==> config.mk <==
export PLATFORM = sky130hd
export DESIGN_NAME = nib_cfg_periph
export DESIGN_NICKNAME = d
export VERILOG_FILES = /design/src/rtl/nib_cfg_pkg.sv /design/src/rtl/nib_cfg_ctrl.sv /design/src/rtl/nib_cfg_dpath.sv /design/src/rtl/nib_cfg_periph.sv
export SDC_FILE = /design/constraint.sdc
export NUM_CORES = 1
export LEC_CHECK = 0
export BUFFER_PORTS_ARGS = -buffer_cell sky130_fd_sc_hd__clkbuf_2
export CORE_MARGIN = 4
export CORE_UTILIZATION = 35
export DETAILED_ROUTE_END_ITERATION = 16
export PLACE_DENSITY_LB_ADDON = 0.05
export SLEW_MARGIN = 20
export SYNTH_ARGS = -nofsm -noshare
export SYNTH_HDL_FRONTEND = slang
export SYNTH_SLANG_ARGS = --single-unit
export TNS_END_PERCENT = 50
==> constraint.sdc <==
create_clock -name clk -period 3 [get_ports clk]
set_clock_uncertainty 0.2 [all_clocks]
set_input_delay 0 -clock clk [delete_from_list [all_inputs] [get_ports clk]]
set_output_delay 0 -clock clk [all_outputs]
set_load 0.02 [all_outputs]
==> src/rtl/nib_cfg_pkg.sv <==
package nib_cfg_pkg;

  typedef enum logic [2:0] {
    CMD_IDLE   = 3'd0,
    CMD_LOAD   = 3'd1,
    CMD_CONFIG = 3'd2,
    CMD_READID = 3'd3,
    CMD_UNCFG  = 3'd4,
    CMD_READ   = 3'd5,
    CMD_WRITE  = 3'd6
  } busCmd_e;

  typedef struct packed {
    logic loadNib;
    logic setBase;
    logic idEn;
    logic rdEn;
    logic wrEn;
    logic advance;
  } ctlStrobes_t;

endpackage

==> src/rtl/nib_cfg_ctrl.sv <==
module nib_cfg_ctrl
  import nib_cfg_pkg::*;
#(
  parameter bit HARD_CONFIG = 1'b0
) (
  input  logic        clk,
  input  logic        rstN,
  input  logic        cmdValid,
  input  logic [2:0]  cmd,
  input  logic        daisyIn,
  input  logic        addrHit,
  output ctlStrobes_t strobes,
  output logic        isConfigured,
  output logic        daisyOut
);

  busCmd_e cmdE;
  logic    eligible;
  logic    hit;

  assign cmdE = busCmd_e'(cmd);
  assign hit  = isConfigured && addrHit;

  generate
    if (HARD_CONFIG) begin : g_hard
      assign isConfigured = 1'b1;
      assign eligible     = 1'b0;
      assign daisyOut     = daisyIn;
    end else begin : g_soft
      logic cfgQ;
      always_ff @(posedge clk) begin
        if (!rstN) begin
          cfgQ <= 1'b0;
        end else if (cmdValid && cmdE == CMD_CONFIG && daisyIn && !cfgQ) begin
          cfgQ <= 1'b1;
        end else if (cmdValid && cmdE == CMD_UNCFG && cfgQ && addrHit) begin
          cfgQ <= 1'b0;
        end
      end
      assign isConfigured = cfgQ;
      assign eligible     = daisyIn && !cfgQ;
      assign daisyOut     = cfgQ;
    end
  endgenerate

  always_comb begin
    strobes         = '0;
    strobes.loadNib = cmdValid && cmdE == CMD_LOAD;
    strobes.setBase = cmdValid && cmdE == CMD_CONFIG && eligible;
    strobes.idEn    = cmdValid && cmdE == CMD_READID && eligible;
    strobes.rdEn    = cmdValid && cmdE == CMD_READ && hit;
    strobes.wrEn    = cmdValid && cmdE == CMD_WRITE && hit;
    strobes.advance = cmdValid && (cmdE == CMD_READ || cmdE == CMD_WRITE);
  end

endmodule

==> src/rtl/nib_cfg_dpath.sv <==
module nib_cfg_dpath
  import nib_cfg_pkg::*;
#(
  parameter int                ADDR_W      = 20,
  parameter int                NIB_W       = 4,
  parameter int                DEPTH_LOG2  = 4,
  parameter logic [ADDR_W-9:0] ID_TAG      = 12'h7B2,
  parameter bit                HARD_CONFIG = 1'b0,
  parameter logic [ADDR_W-1:0] FIXED_BASE  = 20'h00040
) (
  input  logic              clk,
  input  logic              rstN,
  input  ctlStrobes_t       strobes,
  input  logic [NIB_W-1:0]  busIn,
  output logic              addrHit,
  output logic [ADDR_W-1:0] curPtr,
  output logic [NIB_W-1:0]  busOut,
  output logic              outValid
);

  localparam int ADDR_NIBS = ADDR_W / NIB_W;
  localparam int DEPTH     = 1 << DEPTH_LOG2;
  localparam int IDX_W     = $clog2(ADDR_NIBS);
  localparam logic [ADDR_W-1:0] SIZE_MASK  = ADDR_W'(DEPTH - 1);
  localparam logic [ADDR_W-1:0] DEV_ID     = {ID_TAG, 8'(DEPTH_LOG2)};
  localparam logic [ADDR_W-1:0] RESET_BASE = HARD_CONFIG ? (FIXED_BASE & ~SIZE_MASK) : '0;

  logic [ADDR_W-1:0]     ptrQ;
  logic [ADDR_W-1:0]     baseQ;
  logic [IDX_W-1:0]      idIdx;
  logic [NIB_W-1:0]      mem [DEPTH];
  logic [DEPTH_LOG2-1:0] offset;
  logic [NIB_W-1:0]      idNib;

  assign curPtr  = ptrQ;
  assign offset  = ptrQ[DEPTH_LOG2-1:0];
  assign addrHit = (ptrQ & ~SIZE_MASK) == baseQ;
  assign idNib   = DEV_ID[idIdx*NIB_W +: NIB_W];

  always_ff @(posedge clk) begin
    if (!rstN) begin
      ptrQ <= '0;
    end else if (strobes.loadNib) begin
      ptrQ <= {busIn, ptrQ[ADDR_W-1:NIB_W]};
    end else if (strobes.advance) begin
      ptrQ <= ptrQ + 1'b1;
    end
  end

  always_ff @(posedge clk) begin
    if (!rstN) begin
      baseQ <= RESET_BASE;
    end else if (strobes.setBase) begin
      baseQ <= ptrQ & ~SIZE_MASK;
    end
  end

  always_ff @(posedge clk) begin
    if (!rstN || strobes.loadNib) begin
      idIdx <= '0;
    end else if (strobes.idEn) begin
      idIdx <= (idIdx == IDX_W'(ADDR_NIBS - 1)) ? '0 : idIdx + 1'b1;
    end
  end

  always_ff @(posedge clk) begin
    if (strobes.wrEn) begin
      mem[offset] <= busIn;
    end
  end

  always_ff @(posedge clk) begin
    if (!rstN) begin
      outValid <= 1'b0;
      busOut   <= '0;
    end else begin
      outValid <= strobes.rdEn || strobes.idEn;
      if (strobes.rdEn) begin
        busOut <= mem[offset];
      end else if (strobes.idEn) begin
        busOut <= idNib;
      end
    end
  end

endmodule

==> src/rtl/nib_cfg_periph.sv <==
module nib_cfg_periph
  import nib_cfg_pkg::*;
#(
  parameter int          ADDR_W      = 20,
  parameter int          NIB_W       = 4,
  parameter int          DEPTH_LOG2  = 4,
  parameter logic [11:0] ID_TAG      = 12'h7B2,
  parameter bit          HARD_CONFIG = 1'b0,
  parameter logic [19:0] FIXED_BASE  = 20'h00040
) (
  input  logic             clk,
  input  logic             rstN,
  input  logic             cmdValid,
  input  logic [2:0]       cmd,
  input  logic [NIB_W-1:0] busIn,
  input  logic             daisyIn,
  output logic [NIB_W-1:0] busOut,
  output logic             outValid,
  output logic             daisyOut
);

  ctlStrobes_t       strobes;
  logic              addrHit;
  logic              isConfigured;
  logic [ADDR_W-1:0] curPtr;

  nib_cfg_ctrl #(.HARD_CONFIG(HARD_CONFIG)) u_ctrl (
    .clk(clk), .rstN(rstN), .cmdValid(cmdValid), .cmd(cmd),
    .daisyIn(daisyIn), .addrHit(addrHit), .strobes(strobes),
    .isConfigured(isConfigured), .daisyOut(daisyOut)
  );

  nib_cfg_dpath #(
    .ADDR_W(ADDR_W), .NIB_W(NIB_W), .DEPTH_LOG2(DEPTH_LOG2),
    .ID_TAG(ID_TAG), .HARD_CONFIG(HARD_CONFIG), .FIXED_BASE(FIXED_BASE)
  ) u_dpath (
    .clk(clk), .rstN(rstN), .strobes(strobes), .busIn(busIn),
    .addrHit(addrHit), .curPtr(curPtr), .busOut(busOut), .outValid(outValid)
  );

endmodule

==> results of run 1 <==
## tightest hold or removal path, stage by stage
cell and delay (ns):
clkbuf_2 0.14, or4b_2 0.33, a21oi_1 0.09, nor2_1 0.08
## power by group
part           switching [uW]  total, uW  internal (uW)
combinational             127        211           83.9
clock                     688       2220           1530
sequential               20.5       1670           1650
total                     835       4100           3270
## area by class of cell
| type | count | area, um2 |
|---|---|---|
| clock buffers | 22 | 474 |
| well taps | 184 | 230 |
| clock inverters | 10 | 180 |
| repair buffers | 44 | 315 |
| inverters | 11 | 41.3 |
| flip-flops and latches | 113 | 2900 |
| multi-input cells | 278 | 2090 |
| fillers | 1369 | 8360 |
## kinds of logic after synthesis
logic type | share of synthesized area
compound gates | 0.0990
xor+xnor | 0.0348
fa+ha+maj | 0.0168
buf+inv | 0.0448
flops | 0.556
mux | 0.0978
simple gates | 0.151
## path summary, 6_finish.rpt
path,to,slack [ns],cells past startpoint
worst max-delay path,u_ctrl.daisyOut$_SDFFE_PN0P_,0.33,7
worst min-delay path,u_dpath.idIdx[2]$_SDFFE_PP0P_,0.06,4
worst max register to register,u_ctrl.daisyOut$_SDFFE_PN0P_,0.33,7
worst min register to register,u_dpath.busOut[2]$_SDFFE_PN0P_,0.29,2
## flip-flops by register name, indices dropped and copies added, names as in the netlist, named ones only
name,count
u_dpath.idIdx,3
u_dpath.baseQ,16
u_dpath.mem,64
u_dpath.curPtr,20
u_dpath.busOut,4
u_ctrl.daisyOut,1
u_dpath.outValid,1
## metal layers
layer  GRT usage  vias to the layer above  wire [um]
li1            -                     1713          -
met1       0.225                     1757       6240
met2       0.244                       70       5950
met3      0.0438                       13        451
met4      0.0623                        0        174
met5           0                        -          0
## layout by cell type (no fill, tap or decap), types with 11 or more instances in the layout
master     netlist  routed
edfxtp_1        64      64
dfxtp_1         49      49
nor2_1          42      42
nand2_1         22      22
a21oi_1         21      21
buf_4            2      18
clkbuf_16        0      17
mux4_2          16      16
clkbuf_2         0      16
mux2i_1         15      15
o21ai_0         15      15
nand3_1         13      13
and3_1          12      12
inv_1           11      11
xor2_1          11      11
## timing repair
action,4_1_cts,5_1_grt
setup buffers,0,0
hold endpoints to repair,81,0
hold buffers,10,0
## stage by stage
stage / cell area (um2) / util / std cells
finish: 6230 / 0.427 / 662
CTS: 6230 / 0.427 / 662
global route: 6230 / 0.427 / 662
floorplan: 5220 / - / 437
detailed placement: 5480 / 0.375 / 620
global placement: 5480 / 0.375 / 620
==> summary.txt, run 1 <==
STA
  – Fin. Hold Viols: 0
  – Finish-stage setup viols: 0
  – Worst slew margin: 0.558
  – Tcrit/Tclk final: 0.891
  – Pins over their slew limit: 0
  – Final min period: 2.67 ns
  – Hold_ws: 0.0618 ns
  – Worst setup margin: 0.327 ns
  – Fmax: 374 MHz
  – Setup TNS: 0 ns
  – Worst-margin pin slew: 0.662 ns
  – Unrepaired setup endpoints after global routing: no

Global route
  – GR Util All Layers: 0.163
  – Vias in the first global route: 3,570
  – Grt ovf: 0
  – Initial antenna violation count: 0
  – First-pass GRT wire length: just over 20,000 um
  – Largest net degree at the start of global routing: 33

Routing
  – DRT antenna net count: 0
  – Via count: 3,553
  – Initial DRT Pass Iterations: 4
  – DRC: 0
  – Initial drt markers: 274
  – Vias per cell: 5.37
  – Avg WL per Cell: between 15 and 20 um
  – Final wirelength: between 10,000 and 15,000 um

Clock network
  – # clock sinks: around 110
  – Clock latency on the worst-skew pair: roughly 0.41 ns
  – CTS root buf: clkbuf_16
  – Cells resized by post-CTS repair: 0
  – Worst-path clk slew: 0.05 ns
  – Max H-tree Level: 4
  – CTS tree: built
  – CTS Buf Count: 17
  – Maximum buffer depth of the clock tree: 2

Logic synthesis
  – Top cell type's share of synthesized area: 0.368
  – Synth Net Count: approximately 460
  – Post-Syn Area: about 0.0052 mm2
  – Synthesized area per cell: 11.9 um2
  – Most frequent cell after synthesis: edfxtp_1
  – Synth area leader: edfxtp_1
  – Post-Synthesis Cells: 437
  – EDFF count, synth: 64
  – Commonest cells in the netlist: edfxtp_1, dfxtp_1, nor2_1, nand2_1, a21oi_1
  – Netlist cell types: just under 60
  – Synthesized flop and latch total: between 100 and 150
  – Synth area leaders: edfxtp_1, dfxtp_1, mux4_2, nor2_1, mux2i_1
  – Ys flop type: edfxtp_1
  – Syn. warnings: 0
  – Async SR Flop Fraction: 0
  – Post-synthesis sequential area ratio: 0.556

Floorplan
  – Core ar.: ~0.015 mm2
  – Die height: about 130 um
  – Die area: 0.0169 mm2
  – Starting density of the core: 0.358
  – IO Count: 17
  – Cell Rows: 44
  – Die X: 130 um

Power
  – Total power draw: 4100 uW
  – VDD IR max: 0.379 mV
  – Pleak: 0.00234 uW
  – PD cells: roughly 660 mW/mm2

Critical path
  – Worst-path maximum fanout: 17
  – Worst Path Buf+Inv: 2
  – Type of the worst setup path: reg2reg
  – WP data required: a little over 3 ns
  – Crit-path cells: xnor2_2 -> nand3_1 -> or3_1 -> nor3_4 -> buf_4 -> a221oi_1 -> dlygate4sd3_1
  – Crit path max-delay family: buffers and inverters
  – Worst setup EP type: flip-flop
  – CP startpoint: u_dpath.curPtr[12]$_SDFFE_PN0N_
  – WP data arrival: 2.77 ns
  – Slowest cell delay on critical path: 0.59 ns
  – Critical-path top delay cell: dlygate4sd3_1
  – Critical R2R Launch: u_dpath.curPtr[12]$_SDFFE_PN0N_
  – CP startpoint kind: flip-flop

Cells and area
  – Layout cells sized above 1: 0.182
  – Final net count: ~480
  – Inserted Diodes: 0
  – Area Growth Syn to Fin: 19.4%

Placed design
  – Placement Setup Slack: 0.475 ns
  – Final Wtd Congestion: between 0.7 and 0.8
  – PortBufs: 16
  – Hpwl dp: about 9000 um

Outcome
  – Status: finished clean

Hold path
  – Hold Path Class: in2reg
  – Worst Hold Launch: cmd[0]

Flow run
  – Max_cap viols: 0
Note: power is estimated with default switching activity, not from simulation.
==> run 2: changes to the inputs <==
--- a/config.mk
+++ b/config.mk
@@ -5,10 +5,11 @@
 export SDC_FILE = /design/constraint.sdc
 export NUM_CORES = 1
 export LEC_CHECK = 0
-export BUFFER_PORTS_ARGS = -buffer_cell sky130_fd_sc_hd__clkbuf_2
-export CORE_MARGIN = 4
+export CORE_ASPECT_RATIO = 1.25
+export CORE_MARGIN = 2
 export CORE_UTILIZATION = 35
 export DETAILED_ROUTE_END_ITERATION = 16
+export DONT_BUFFER_PORTS = 1
 export PLACE_DENSITY_LB_ADDON = 0.05
 export SLEW_MARGIN = 20
 export SYNTH_ARGS = -nofsm -noshare
==> summary.txt, run 2 (synthesis results as in run 1) <==
Hold path
  – Hold Path Class: in2reg

Clock network
  – CTS root buf: clkbuf_16
  – CTS Buf Count: 17
  – Cells resized by post-CTS repair: 0
  – Max H-tree Level: 4
  – CTS tree: built
  – Maximum buffer depth of the clock tree: 2
  – Worst-path clk slew: 0.05 ns
  – # clock sinks: 113
  – Clock latency on the worst-skew pair: roughly 0.42 ns
  – Hold_buf cts: 13
  – Post-CTS setup buffers: 0

Power
  – VDD IR max: around 0.38 mV
  – Pleak: between 0.002 and 0.0025 uW
  – PD cells: approximately 660 mW/mm2

Placed design
  – PortBufs: 0
  – Hpwl dp: 9190 um
  – Area after DPL: 0.00541 mm2
  – Final Wtd Congestion: roughly 0.75
  – Inst Count DP: 600

Global route
  – Largest net degree at the start of global routing: 34
  – Vias in the first global route: 3,613
  – GR Util All Layers: 0.182
  – First-pass GRT wire length: 21,300 um
  – Grt ovf: 0
  – Initial antenna violation count: 0

Critical path
  – Crit-path cells: xnor2_2 -> nand3_1 -> or3_1 -> nor3_4 -> buf_4 -> and4b_1
  – Worst setup EP type: flip-flop
  – CP startpoint kind: flip-flop
  – Slowest cell delay on critical path: 0.51 ns
  – WP data arrival: 2.46 ns
  – Crit path max-delay family: simple AND/OR/NAND/NOR gates
  – Type of the worst setup path: reg2reg
  – Worst-path maximum fanout: 17
  – Critical-path top delay cell: or3_1
  – WP data required: 2.90 ns
  – Worst Path Buf+Inv: 1

Cells and area
  – Final net count: 472
  – Post-Layout Inst Area: about 0.006 mm2
  – Number of flip-flops in the largest register: 64
  – Largest Register: u_dpath.mem
  – Core Util, Final: 0.427
  – Inserted Diodes: 0
  – Most frequent cells in the layout: edfxtp_1, dfxtp_1, nor2_1
  – Area of the multi-input gates: 0.00209 mm2
  – Reg area: 0.00290 mm2
  – Layout cells sized above 1: 0.150
  – Finished Layout Cells: 645
  – Commonest non-fill, non-tap cell in the layout: edfxtp_1
  – Fillers: roughly 1,400
  – Area Growth Syn to Fin: 18.3%

Routing
  – Avg WL per Cell: between 20 and 25 um
  – DRC: 0
  – Vias per cell: 5.43
  – DRT antenna net count: 0
  – Via count: around 3,500
  – Initial DRT Pass Iterations: 5
  – Final wirelength: 13,400 um
  – Initial drt markers: between 150 and 200

STA
  – Unrepaired setup endpoints after global routing: no
  – Pins over their slew limit: 0
  – Setup TNS: 0 ns
  – Finish-stage setup viols: 0
  – Hold_ws: -0.00714 ns
  – Worst slew margin: 0.434
  – Fmax: 391 MHz
  – Tcrit/Tclk final: 0.851
  – Final min period: 2.55 ns
  – Worst-margin pin slew: 0.846 ns
  – Fin. Hold Viols: 2

Floorplan
  – Die X: 113 um
  – Die height: 141 um
  – Starting density of the core: 0.361
  – Die area: 0.0159 mm2
  – Cell Rows: 49
  – IO Count: 17
  – Core ar.: 0.0145 mm2

Outcome
  – Failing checks: negative hold slack
  – Status: finished with violations

Flow run
  – Max_cap viols: 0
## run 2: cell types whose count changed in the layout (fill, tap and decap cells not counted)
cell and delta:
buf_4 +2, clkbuf_2 -16, dlygate4sd3_1 +3, clkbuf_1 +2, clkinv_1 +1, clkinvlp_4 +2
clkinv_2 -3, clkbuf_8 -2
## run 2: layer usage
layer,up-vias,wire length [um],track usage
li1,1689,-,-
met1,1718,5640,0.220
met2,78,6980,0.306
met3,20,434,0.0437
met4,0,395,0.0841
met5,-,0,0
## run 2: path summary, 6_finish.rpt
path,start,end,slack (ns),cells past startpoint
worst max-delay path,u_dpath.curPtr[12]$_SDFFE_PN0N_,u_dpath.mem[0][0]$_DFFE_PP_,0.45,6
worst min-delay path,cmd[2],u_dpath.curPtr[14]$_SDFFE_PN0N_,-0.007,3
worst max register to register,u_dpath.curPtr[12]$_SDFFE_PN0N_,u_dpath.mem[0][0]$_DFFE_PP_,0.45,6
worst min register to register,u_dpath.baseQ[10]$_SDFFE_PN0P_,u_dpath.baseQ[10]$_SDFFE_PN0P_,0.32,2
## run 2: cell type report
class                      instances  area share
clock buffer                      22      0.0736
clock inverter                    10      0.0298
inverter                          11     0.00669
multi-input combinational        278       0.338
sequential                       113       0.470
tap                              178      0.0361
timing repair buffer              33      0.0454
## run 2: report_power, final
part | switching (uW) | total [uW] | internal [uW]
registers | 24.0 | 1670 | 1650
clock network | 701 | 2190 | 1490
logic | 123 | 204 | 81.8
total | 848 | 4070 | 3220
## run 2: through the flow
| stage | worst slack, ns | power [uW] |
|---|---|---|
| after floorplan | 0.744 | 1830 |
| after global placement | 0.438 | 1880 |
| after detailed placement | 0.420 | 1880 |
| after CTS | 0.426 | 4100 |
| after global routing | 0.303 | 4210 |
| final | 0.446 | 4070 |
## run 2: tightest hold or removal path: stages
cell	delay (ns)
and3b_1	0.17
o211a_1	0.28
a211oi_1	0.11
